**src/rtl/dcs_pkg.sv**
```systemverilog
package dcs_pkg;
  localparam logic [7:0] FT_H2D_REG = 8'h27;
  localparam logic [7:0] FT_D2H_REG = 8'h34;
  localparam logic [7:0] FT_ACTIVATE = 8'h39;
  localparam logic [7:0] FT_DATA = 8'h46;
  localparam logic [7:0] FT_PIO_SETUP = 8'h5F;

  typedef enum logic [1:0] {
    SQ_IDLE  = 2'd0,
    SQ_RESP  = 2'd1,
    SQ_XFER  = 2'd2,
    SQ_FINAL = 2'd3
  } seq_state_e;

  typedef struct packed {
    logic d2h;
    logic act;
    logic data;
  } rx_kind_t;
endpackage

```
**src/rtl/dcs_rx_decode.sv**
```systemverilog
module dcs_rx_decode
  import dcs_pkg::*;
#(
  parameter int TW = 8
) (
  input  logic          rx_valid,
  input  logic [TW-1:0] rx_type,
  output rx_kind_t      kind
);
  always_comb begin
    kind.d2h  = rx_valid && (rx_type == TW'(FT_D2H_REG));
    kind.act  = rx_valid && (rx_type == TW'(FT_ACTIVATE));
    kind.data = rx_valid && (rx_type == TW'(FT_DATA));
  end
endmodule

```
**src/rtl/dcs_shadow.sv**
```systemverilog
module dcs_shadow #(
  parameter int DW      = 8,
  parameter int AW      = 3,
  parameter int CMD_OFS = 7,
  parameter int ERR_OFS = 1,
  parameter int DIR_OFS = 6,
  parameter int DIR_BIT = 0,
  parameter int BSY_BIT = 7
) (
  input  logic          clk,
  input  logic          rst,
  input  logic          we,
  input  logic [AW-1:0] waddr,
  input  logic [DW-1:0] wdata,
  input  logic [AW-1:0] raddr,
  input  logic          cmd_accept,
  input  logic          load_st,
  input  logic [DW-1:0] rx_status,
  input  logic [DW-1:0] rx_error,
  output logic [DW-1:0] rdata,
  output logic          dir_sel
);
  localparam int DEPTH = 1 << AW;

  logic [DW-1:0] mem [DEPTH];
  logic [DW-1:0] mem_q;
  logic [DW-1:0] status_q;
  logic [DW-1:0] error_q;
  logic [AW-1:0] raddr_q;

  always_ff @(posedge clk) begin
    if (we) mem[waddr] <= wdata;
    mem_q <= mem[raddr];
  end

  always_ff @(posedge clk) begin
    if (rst) begin
      status_q <= '0;
      error_q  <= '0;
      dir_sel  <= 1'b0;
      raddr_q  <= '0;
    end else begin
      raddr_q <= raddr;
      if (we && waddr == AW'(DIR_OFS)) dir_sel <= wdata[DIR_BIT];
      if (load_st) begin
        status_q <= rx_status;
        error_q  <= rx_error;
      end else if (cmd_accept) begin
        status_q[BSY_BIT] <= 1'b1;
      end
    end
  end

  always_comb begin
    if (raddr_q == AW'(CMD_OFS))      rdata = status_q;
    else if (raddr_q == AW'(ERR_OFS)) rdata = error_q;
    else                              rdata = mem_q;
  end

  a_r1_busy_set: assert property (@(posedge clk) disable iff (rst)
    cmd_accept && !load_st |=> status_q[BSY_BIT]);
  a_r6_status_copy: assert property (@(posedge clk) disable iff (rst)
    load_st |=> status_q == $past(rx_status) && error_q == $past(rx_error));
endmodule

```
**src/rtl/dcs_fsm.sv**
```systemverilog
module dcs_fsm
  import dcs_pkg::*;
#(
  parameter int AW      = 3,
  parameter int TW      = 8,
  parameter int CMD_OFS = 7
) (
  input  logic          clk,
  input  logic          rst,
  input  logic          tf_we,
  input  logic [AW-1:0] tf_waddr,
  input  logic          dir_sel,
  input  logic          sw_run,
  input  rx_kind_t      kind,
  input  logic          rx_err_bit,
  input  logic          rx_irq,
  input  logic          dma_done,
  output logic          cmd_accept,
  output logic          load_st,
  output logic          tx_req,
  output logic [TW-1:0] tx_type,
  output logic          dma_go,
  output logic          dma_dir,
  output logic          dma_abort,
  output logic          irq_done,
  output logic          irq_err
);
  seq_state_e state;
  logic trig_seen;
  logic trig_now;
  logic err_frame;

  assign trig_now   = dma_dir ? kind.data : kind.act;
  assign err_frame  = kind.d2h && rx_err_bit;
  assign cmd_accept = tf_we && (tf_waddr == AW'(CMD_OFS)) && (state == SQ_IDLE);

  always_comb begin
    unique case (state)
      SQ_RESP:  load_st = err_frame;
      SQ_XFER:  load_st = err_frame || (kind.d2h && dma_done);
      SQ_FINAL: load_st = kind.d2h;
      default:  load_st = 1'b0;
    endcase
  end

  always_ff @(posedge clk) begin
    if (rst) begin
      state     <= SQ_IDLE;
      trig_seen <= 1'b0;
      tx_req    <= 1'b0;
      tx_type   <= '0;
      dma_go    <= 1'b0;
      dma_dir   <= 1'b0;
      dma_abort <= 1'b0;
      irq_done  <= 1'b0;
      irq_err   <= 1'b0;
    end else begin
      tx_req    <= 1'b0;
      tx_type   <= '0;
      dma_go    <= 1'b0;
      dma_abort <= 1'b0;
      irq_done  <= 1'b0;
      irq_err   <= 1'b0;
      unique case (state)
        SQ_IDLE: begin
          if (cmd_accept) begin
            tx_req    <= 1'b1;
            tx_type   <= TW'(FT_H2D_REG);
            dma_dir   <= dir_sel;
            trig_seen <= 1'b0;
            state     <= SQ_RESP;
          end
        end
        SQ_RESP: begin
          if (err_frame) begin
            irq_err <= 1'b1;
            state   <= SQ_IDLE;
          end else if ((trig_seen || trig_now) && sw_run) begin
            dma_go <= 1'b1;
            state  <= SQ_XFER;
          end else if (trig_now) begin
            trig_seen <= 1'b1;
          end
        end
        SQ_XFER: begin
          if (err_frame) begin
            dma_abort <= 1'b1;
            irq_err   <= 1'b1;
            state     <= SQ_IDLE;
          end else if (dma_done && kind.d2h) begin
            irq_done <= rx_irq;
            state    <= SQ_IDLE;
          end else if (dma_done) begin
            state <= SQ_FINAL;
          end
        end
        SQ_FINAL: begin
          if (kind.d2h) begin
            irq_done <= rx_irq;
            irq_err  <= rx_err_bit;
            state    <= SQ_IDLE;
          end
        end
        default: state <= SQ_IDLE;
      endcase
    end
  end

  a_r1_tx_single: assert property (@(posedge clk) disable iff (rst)
    tx_req |=> !tx_req);
  a_r5_go_needs_run: assert property (@(posedge clk) disable iff (rst)
    dma_go |-> $past(sw_run));
  a_r7_abort_with_err: assert property (@(posedge clk) disable iff (rst)
    dma_abort |-> irq_err);
  a_r10_pulses_exclusive: assert property (@(posedge clk) disable iff (rst)
    $onehot0({tx_req, dma_go, dma_abort, irq_done}));
endmodule

```
**src/rtl/dma_cmd_seq.sv**
```systemverilog
module dma_cmd_seq
  import dcs_pkg::*;
#(
  parameter int DW      = 8,
  parameter int AW      = 3,
  parameter int TW      = 8,
  parameter int CMD_OFS = 7,
  parameter int ERR_OFS = 1,
  parameter int DIR_OFS = 6,
  parameter int DIR_BIT = 0,
  parameter int BSY_BIT = 7,
  parameter int ERR_BIT = 0
) (
  input  logic          clk,
  input  logic          rst,
  input  logic          tf_we,
  input  logic [AW-1:0] tf_waddr,
  input  logic [DW-1:0] tf_wdata,
  input  logic [AW-1:0] tf_raddr,
  output logic [DW-1:0] tf_rdata,
  input  logic          sw_run,
  input  logic          rx_valid,
  input  logic [TW-1:0] rx_type,
  input  logic [DW-1:0] rx_status,
  input  logic [DW-1:0] rx_error,
  input  logic          rx_irq,
  output logic          tx_req,
  output logic [TW-1:0] tx_type,
  output logic          dma_go,
  output logic          dma_dir,
  output logic          dma_abort,
  input  logic          dma_done,
  output logic          irq_done,
  output logic          irq_err
);
  rx_kind_t kind;
  logic     dir_sel;
  logic     cmd_accept;
  logic     load_st;

  dcs_rx_decode #(.TW(TW)) u_dec (
    .rx_valid (rx_valid),
    .rx_type  (rx_type),
    .kind     (kind)
  );

  dcs_shadow #(
    .DW(DW), .AW(AW), .CMD_OFS(CMD_OFS), .ERR_OFS(ERR_OFS),
    .DIR_OFS(DIR_OFS), .DIR_BIT(DIR_BIT), .BSY_BIT(BSY_BIT)
  ) u_shadow (
    .clk        (clk),
    .rst        (rst),
    .we         (tf_we),
    .waddr      (tf_waddr),
    .wdata      (tf_wdata),
    .raddr      (tf_raddr),
    .cmd_accept (cmd_accept),
    .load_st    (load_st),
    .rx_status  (rx_status),
    .rx_error   (rx_error),
    .rdata      (tf_rdata),
    .dir_sel    (dir_sel)
  );

  dcs_fsm #(.AW(AW), .TW(TW), .CMD_OFS(CMD_OFS)) u_fsm (
    .clk        (clk),
    .rst        (rst),
    .tf_we      (tf_we),
    .tf_waddr   (tf_waddr),
    .dir_sel    (dir_sel),
    .sw_run     (sw_run),
    .kind       (kind),
    .rx_err_bit (rx_status[ERR_BIT]),
    .rx_irq     (rx_irq),
    .dma_done   (dma_done),
    .cmd_accept (cmd_accept),
    .load_st    (load_st),
    .tx_req     (tx_req),
    .tx_type    (tx_type),
    .dma_go     (dma_go),
    .dma_dir    (dma_dir),
    .dma_abort  (dma_abort),
    .irq_done   (irq_done),
    .irq_err    (irq_err)
  );
endmodule

```
**config.mk**
```make
export PLATFORM = sky130hd
export DESIGN_NAME = dma_cmd_seq
export DESIGN_NICKNAME = d
export VERILOG_FILES = /design/src/rtl/dcs_pkg.sv /design/src/rtl/dcs_rx_decode.sv /design/src/rtl/dcs_shadow.sv /design/src/rtl/dcs_fsm.sv /design/src/rtl/dma_cmd_seq.sv
export SDC_FILE = /design/constraint.sdc
export NUM_CORES = 1
export LEC_CHECK = 0
export ABC_AREA = 1
export CAP_MARGIN = 15
export CORE_MARGIN = 10
export CORE_UTILIZATION = 58
export CTS_BUF_LIST = sky130_fd_sc_hd__clkbuf_16
export CTS_CLUSTER_SIZE = 16
export DETAILED_ROUTE_END_ITERATION = 8
export PLACE_DENSITY = 0.84
export REMOVE_ABC_BUFFERS = 1
export SYNTH_ARGS = -nofsm -noshare
export SYNTH_HDL_FRONTEND = slang
export SYNTH_SLANG_ARGS = --single-unit
```
**constraint.sdc**
```tcl
create_clock -name clk -period 2.69 [get_ports clk]
set_input_delay 0.4035 -clock clk [delete_from_list [all_inputs] [get_ports clk]]
set_output_delay 0.4035 -clock clk [all_outputs]
set_load 0.05 [all_outputs]
```
* After elaboration in Yosys (flattened, before gate mapping)
Memories as Yosys holds them, arrays and structs flattened. A register that Yosys moved wholly into a read port is not among the register bits.
Cells that the tools add are included.
** Storage, ports and cells
- Register bits after elaboration :: 37
- Bits in latches :: 0
- RAM bits :: 64
- ROM bits :: 0
- Input port bits :: 45
- Output and inout bits :: 22
- Logic and storage cells :: 87
- Memories :: 1
** Operators by class
- Add/subtract/negate cells :: 0
- Multiply operators :: 0
- Div/mod/pow operators :: 0
- Magnitude comparators :: 0
- Eq/ne operators :: 17
- Shift-type cells :: 0
- Multiplexer cells :: 31
- Bitwise operators :: 3
- Reductions and logical operators :: 21
** Memory list
- u_shadow.mem :: words 8, bits a word 8, rd ports 1, clocked after memory_dff 1, write ports 1, line dcs_shadow.sv:25 : logic [DW-1:0] mem [DEPTH];
** Operators with widths (number)
- 8-bit by 6-bit == test with 1-bit output, second input constant :: 2
- 1-bit 2-to-1 mux :: 16
- 8-bit 2-to-1 mux :: 2
- 2-bit 2-to-1 mux :: 7
- 3-bit == test, second input constant :: 3
- 1-bit logical AND :: 9
- 8-bit by 7-bit == test with 1-bit output, second input constant :: 1
- 2-bit one-hot mux with 4 select lines :: 1
- 6-bit 2-to-1 mux :: 1
- 2-bit != test, second input constant :: 3
- 1-bit one-hot mux with 2 select lines :: 3
- 2-bit OR reduction :: 3
- 5-bit AND reduction :: 1
- 2-bit == test, second input constant :: 2
- 2-bit by 1-bit != test with 1-bit output, second input constant :: 2
- 4-bit by 2-bit != test with 1-bit output, second input constant :: 1
- 4-bit AND reduction :: 1
- 2-bit nonzero test :: 2
- 3-bit by 1-bit == test with 1-bit output, second input constant :: 1
- 3-bit by 1-bit != test with 1-bit output, second input constant :: 1
- 1-bit inverter :: 3
- 1-bit one-hot mux with 3 select lines :: 1
- 3-bit OR reduction :: 1
- 2-bit by 1-bit == test with 1-bit output, second input constant :: 1
- 3 further kinds :: 4

* Logic depth before layout (Yosys ltp)
- Depth in word-level cells :: 8
- Gate-level depth with buffers :: 11
- Depth with buffers taken out :: 11

* Cells and area by module
From an unflattened synthesis, not the netlist that was laid out.
** Unflattened totals
- Cells, all modules :: 534
- Area total of the unflattened synthesis :: 4570.6 um^2
** Modules (own cells, without submodules)
- dcs_shadow :: instances 1, cells an instance 421, area each 3881.2 um^2
- dcs_fsm :: instances 1, cells an instance 92, area each 605.6 um^2
- dcs_rx_decode :: instances 1, cells an instance 21, area each 83.8 um^2

* Least setup slack after synthesis
No wires, ideal clock.
- Kind :: reg2out
- Start point :: reg u_shadow.raddr_q[2]
- End point :: out tf_rdata[5]
- Arrival :: 2.610 ns
- Slack :: -0.323 ns
- Cell stages (with the launch flop) :: 5
- Path buffers :: 2
- Cell sequence :: dfxtp_1 and3_1 buf_1 clkbuf_1 o311ai_0
** Between the ends
- Cells in the longest elaborated chain, start to end :: 3
** RTL lines
- start, declared :: line dcs_shadow.sv:29 : logic [AW-1:0] raddr_q;
- start signal, assigned :: line dcs_shadow.sv:43 : raddr_q <= raddr;
- 3-bit by 1-bit == test with 1-bit output :: line dcs_shadow.sv:56 : else if (raddr_q == AW'(ERR_OFS)) rdata = error_q;
- 8-bit 2-to-1 mux :: line dcs_shadow.sv:56
- 8-bit 2-to-1 mux (*) :: line dcs_shadow.sv:55 : if (raddr_q == AW'(CMD_OFS)) rdata = status_q;
- end, declared :: line dma_cmd_seq.sv:20 : output logic [DW-1:0] tf_rdata,
Every way passes the cells marked *; elsewhere a longest branch is shown, timed or not.

* Worst setup path in the final report
- Start point :: reg u_shadow.raddr_q[2]
- End point :: out tf_rdata[6]
The elaborated chain is that of the path after synthesis.

==> impl_metrics.env <==
export IMPL_outcome="completed"
export IMPL_dieArea_um2=11400
export IMPL_worstPathArrival_ns=2.07
export IMPL_cp_start_kind="register"
export IMPL_hold_depth=2
export IMPL_min_from="u_shadow.error_q[2]"
export IMPL_slowest_stage="o311ai_0"
export IMPL_portBuffers=62
export IMPL_grt_pass1_wl_um=16500
export IMPL_crit_type="register to output pin"
export IMPL_drive_above_1_share_pct=8.57
export IMPL_ir_worst_vdd_v=0.000673
export IMPL_drtPass1Iterations=5
export IMPL_yosysWarnings=0
export IMPL_synth_top_area_share_pct=43.9
export IMPL_tightest_slew_ns=0.874
export IMPL_grt_max_degree=34
export IMPL_io_pins=67
export IMPL_drt_total_wl_um=9950
export IMPL_placed_cells=620
export IMPL_layout_commonest_cell="nor2_1"
export IMPL_cts_tree="built"
export IMPL_synth_cells=469
export IMPL_slowest_delay_ns=0.81
export IMPL_r2r_start="u_fsm.state[0]"
export IMPL_nets=581
export IMPL_powerDensity_nw_per_um2=683
export IMPL_synth_largest_area_cell="edfxtp_1"
export IMPL_row_count=31
export IMPL_slew_headroom_pct=41.0
export IMPL_r2r_cells=8
export IMPL_die_y_um=107
export IMPL_synth_seq_cells=101
export IMPL_synthDistinctLibCells=31
export IMPL_postRouteAntennaNets=0
export IMPL_ff2ff_setup_slack_ns=1.01
export IMPL_placed_area_um2=5170
export IMPL_final_hold_viol_count=0
export IMPL_hold_class="register to register"
export IMPL_drt_iter0_drc=216
export IMPL_fin_crit_sh_pct=91.8
export IMPL_rsz0062_at_grt="no"
export IMPL_path_cells="and3_1 > o311ai_0 > buf_12"
export IMPL_cts_setup_buffers=0
export IMPL_min_period_ns=2.47
export IMPL_clkTransAtPathRegs_ns=0.07
export IMPL_grt_pass1_vias=3291
export IMPL_seq_area_frac_synth_pct=60.8
export IMPL_start_util_pct=60.1
export IMPL_ctsHoldBuffers=0
export IMPL_tns_ns=0
export IMPL_critPathMaxFanout=16
export IMPL_h_tree_depth=3
export IMPL_vias_per_cell=5.37
export IMPL_clk_insertion_delay_late_ns=0.35
export IMPL_coreArea_um2=7290
export IMPL_cts_resized_gates=0
export IMPL_clock_path_buffers=2
export IMPL_track_usage_pct=17.9
export IMPL_rr_endpoint="u_shadow.status_q[7]"
export IMPL_remaining_drc_errors=0
export IMPL_instances_no_fill=636
export IMPL_place_worst_setup_slack_ns=0.621
export IMPL_hpwl_um=6680
export IMPL_root_buffer="clkbuf_16"
export IMPL_required_ns=2.29
export IMPL_num_antenna_cells=0
export IMPL_p_leak_uw=0.00213
export IMPL_grt_overflow=0
export IMPL_max_freq_mhz=405
export IMPL_drv_cap=0
export IMPL_endpoint_kind="output pin"
export IMPL_netlist_area_um2=4380
export IMPL_vias=3418
export IMPL_n_fill_cell=490
export IMPL_cts_num_sinks=101
export IMPL_fin_ws_ns=0.221
export IMPL_gp_congestion=0.849
export IMPL_numCtsBuffers=9
export IMPL_wire_per_inst_um=15.6
export IMPL_fp_dieW_um=107
export IMPL_final_cell_area_um2=5470
export IMPL_setup_viol_count_final=0
export IMPL_slew_violations=0
export IMPL_syn_avg_cell_area_um2=9.34
export IMPL_antenna_found_initial=0
export IMPL_hold_path_end="u_shadow.error_q[2]"
export IMPL_final_cell_mix="nor2_1, nand2_1, edfxtp_1"
export IMPL_synthTopCellsByArea="edfxtp_1, dfxtp_1, nor2_1"
export IMPL_skew_ns=0.00673
export IMPL_syn_to_final_growth_pct=24.9
## how the worst max path moves through the flow
stage	startpoint	end	slack, ns	cells after the start
after floorplan	u_shadow.raddr_q[2]	tf_rdata[0]	-0.15	2
after global placement	rx_type[6]	u_shadow.status_q[7]	0.72	9
after detailed placement	u_shadow.raddr_q[2]	tf_rdata[6]	0.62	3
after CTS	u_shadow.raddr_q[2]	tf_rdata[6]	0.22	3
after global routing	u_shadow.raddr_q[2]	tf_rdata[6]	0.17	3
final	u_shadow.raddr_q[2]	tf_rdata[6]	0.22	3
## Yosys cell counts, drive strengths merged
library cell,count
a31oi,8
o21ai,35
nand4,2
nor2,106
o211ai,1
edfxtp,64
nand3b,2
dfxtp,37
nand2,66
nand3,28
conb,1
o311ai,8
clkbuf,9
clkinv,1
o22ai,8
buf,18
inv,46
o2111ai,2
nor3b,1
and3,1
ha,4
nor3,2
a21oi,18
o31ai,1
## routing by layer
| layer | global-route usage [%] | part of all wire (%) | routed length (um) | vias to the layer above |
|---|---|---|---|---|
| li1 | - | - | - | 1697 |
| met4 | 5.42 | 1.4 | 135 | 0 |
| met2 | 30.1 | 50 | 5010 | 123 |
| met3 | 5.09 | 6.1 | 608 | 11 |
| met5 | 0 | 0 | 0 | - |
| met1 | 21.7 | 42 | 4200 | 1587 |
## layout make-up
type                       instances  area [um^2]  share of cell area [%]
inverter                          47          176                    3.22
multi-input combinational        297         1410                    25.7
sequential                       101         2660                    48.7
clock inverter                     7         73.8                    1.35
clock buffer                       9          225                    4.12
timing repair buffer              76          806                    14.7
tap                               99          124                    2.26
## logic make-up (layout without fill, tap and decap cells)
family,count (synthesis),count (layout),share of synthesized area (%)
AND/OR/NAND/NOR,208,208,19.9
other,1,4,0.0856
AO/OA/AOI/OAI,81,81,10.7
buffers and inverters,74,139,7.40
flip-flops,101,101,60.8
adder cells (fa/ha/maj),4,4,1.14
## power by group
part | internal [uW] | switching, uW | leakage, uW
logic | 255 | 470 | 0.00110
registers | 1710 | 29.5 | 0.000884
clock network | 658 | 614 | 0.000147
## through the flow
step,hold slack (ns),total power [uW],utilization (%)
after global placement,0.464,2460,71.0
after CTS,0.494,3750,75.1
final,0.492,3740,75.1
after floorplan,0.452,2190,-
after global routing,0.521,3890,75.1
after detailed placement,0.476,2480,71.0
## flip-flops by register name, indices dropped and copies added, names as in the netlist, 2 cells and up
name / count
u_shadow.mem: 64
u_shadow.error_q: 8
u_shadow.mem_q: 8
u_shadow.status_q: 8
u_shadow.raddr_q: 3
u_fsm.state: 2
## worst max-delay path, delay by kind of cell (launching register included)
kind                   cells  cell delay, ns
flip-flops                 1            0.33
AO/OA/AOI/OAI              1            0.81
AND/OR/NAND/NOR            1            0.36
buffers and inverters      1            0.22
Power figures use the tool's default switching activity.
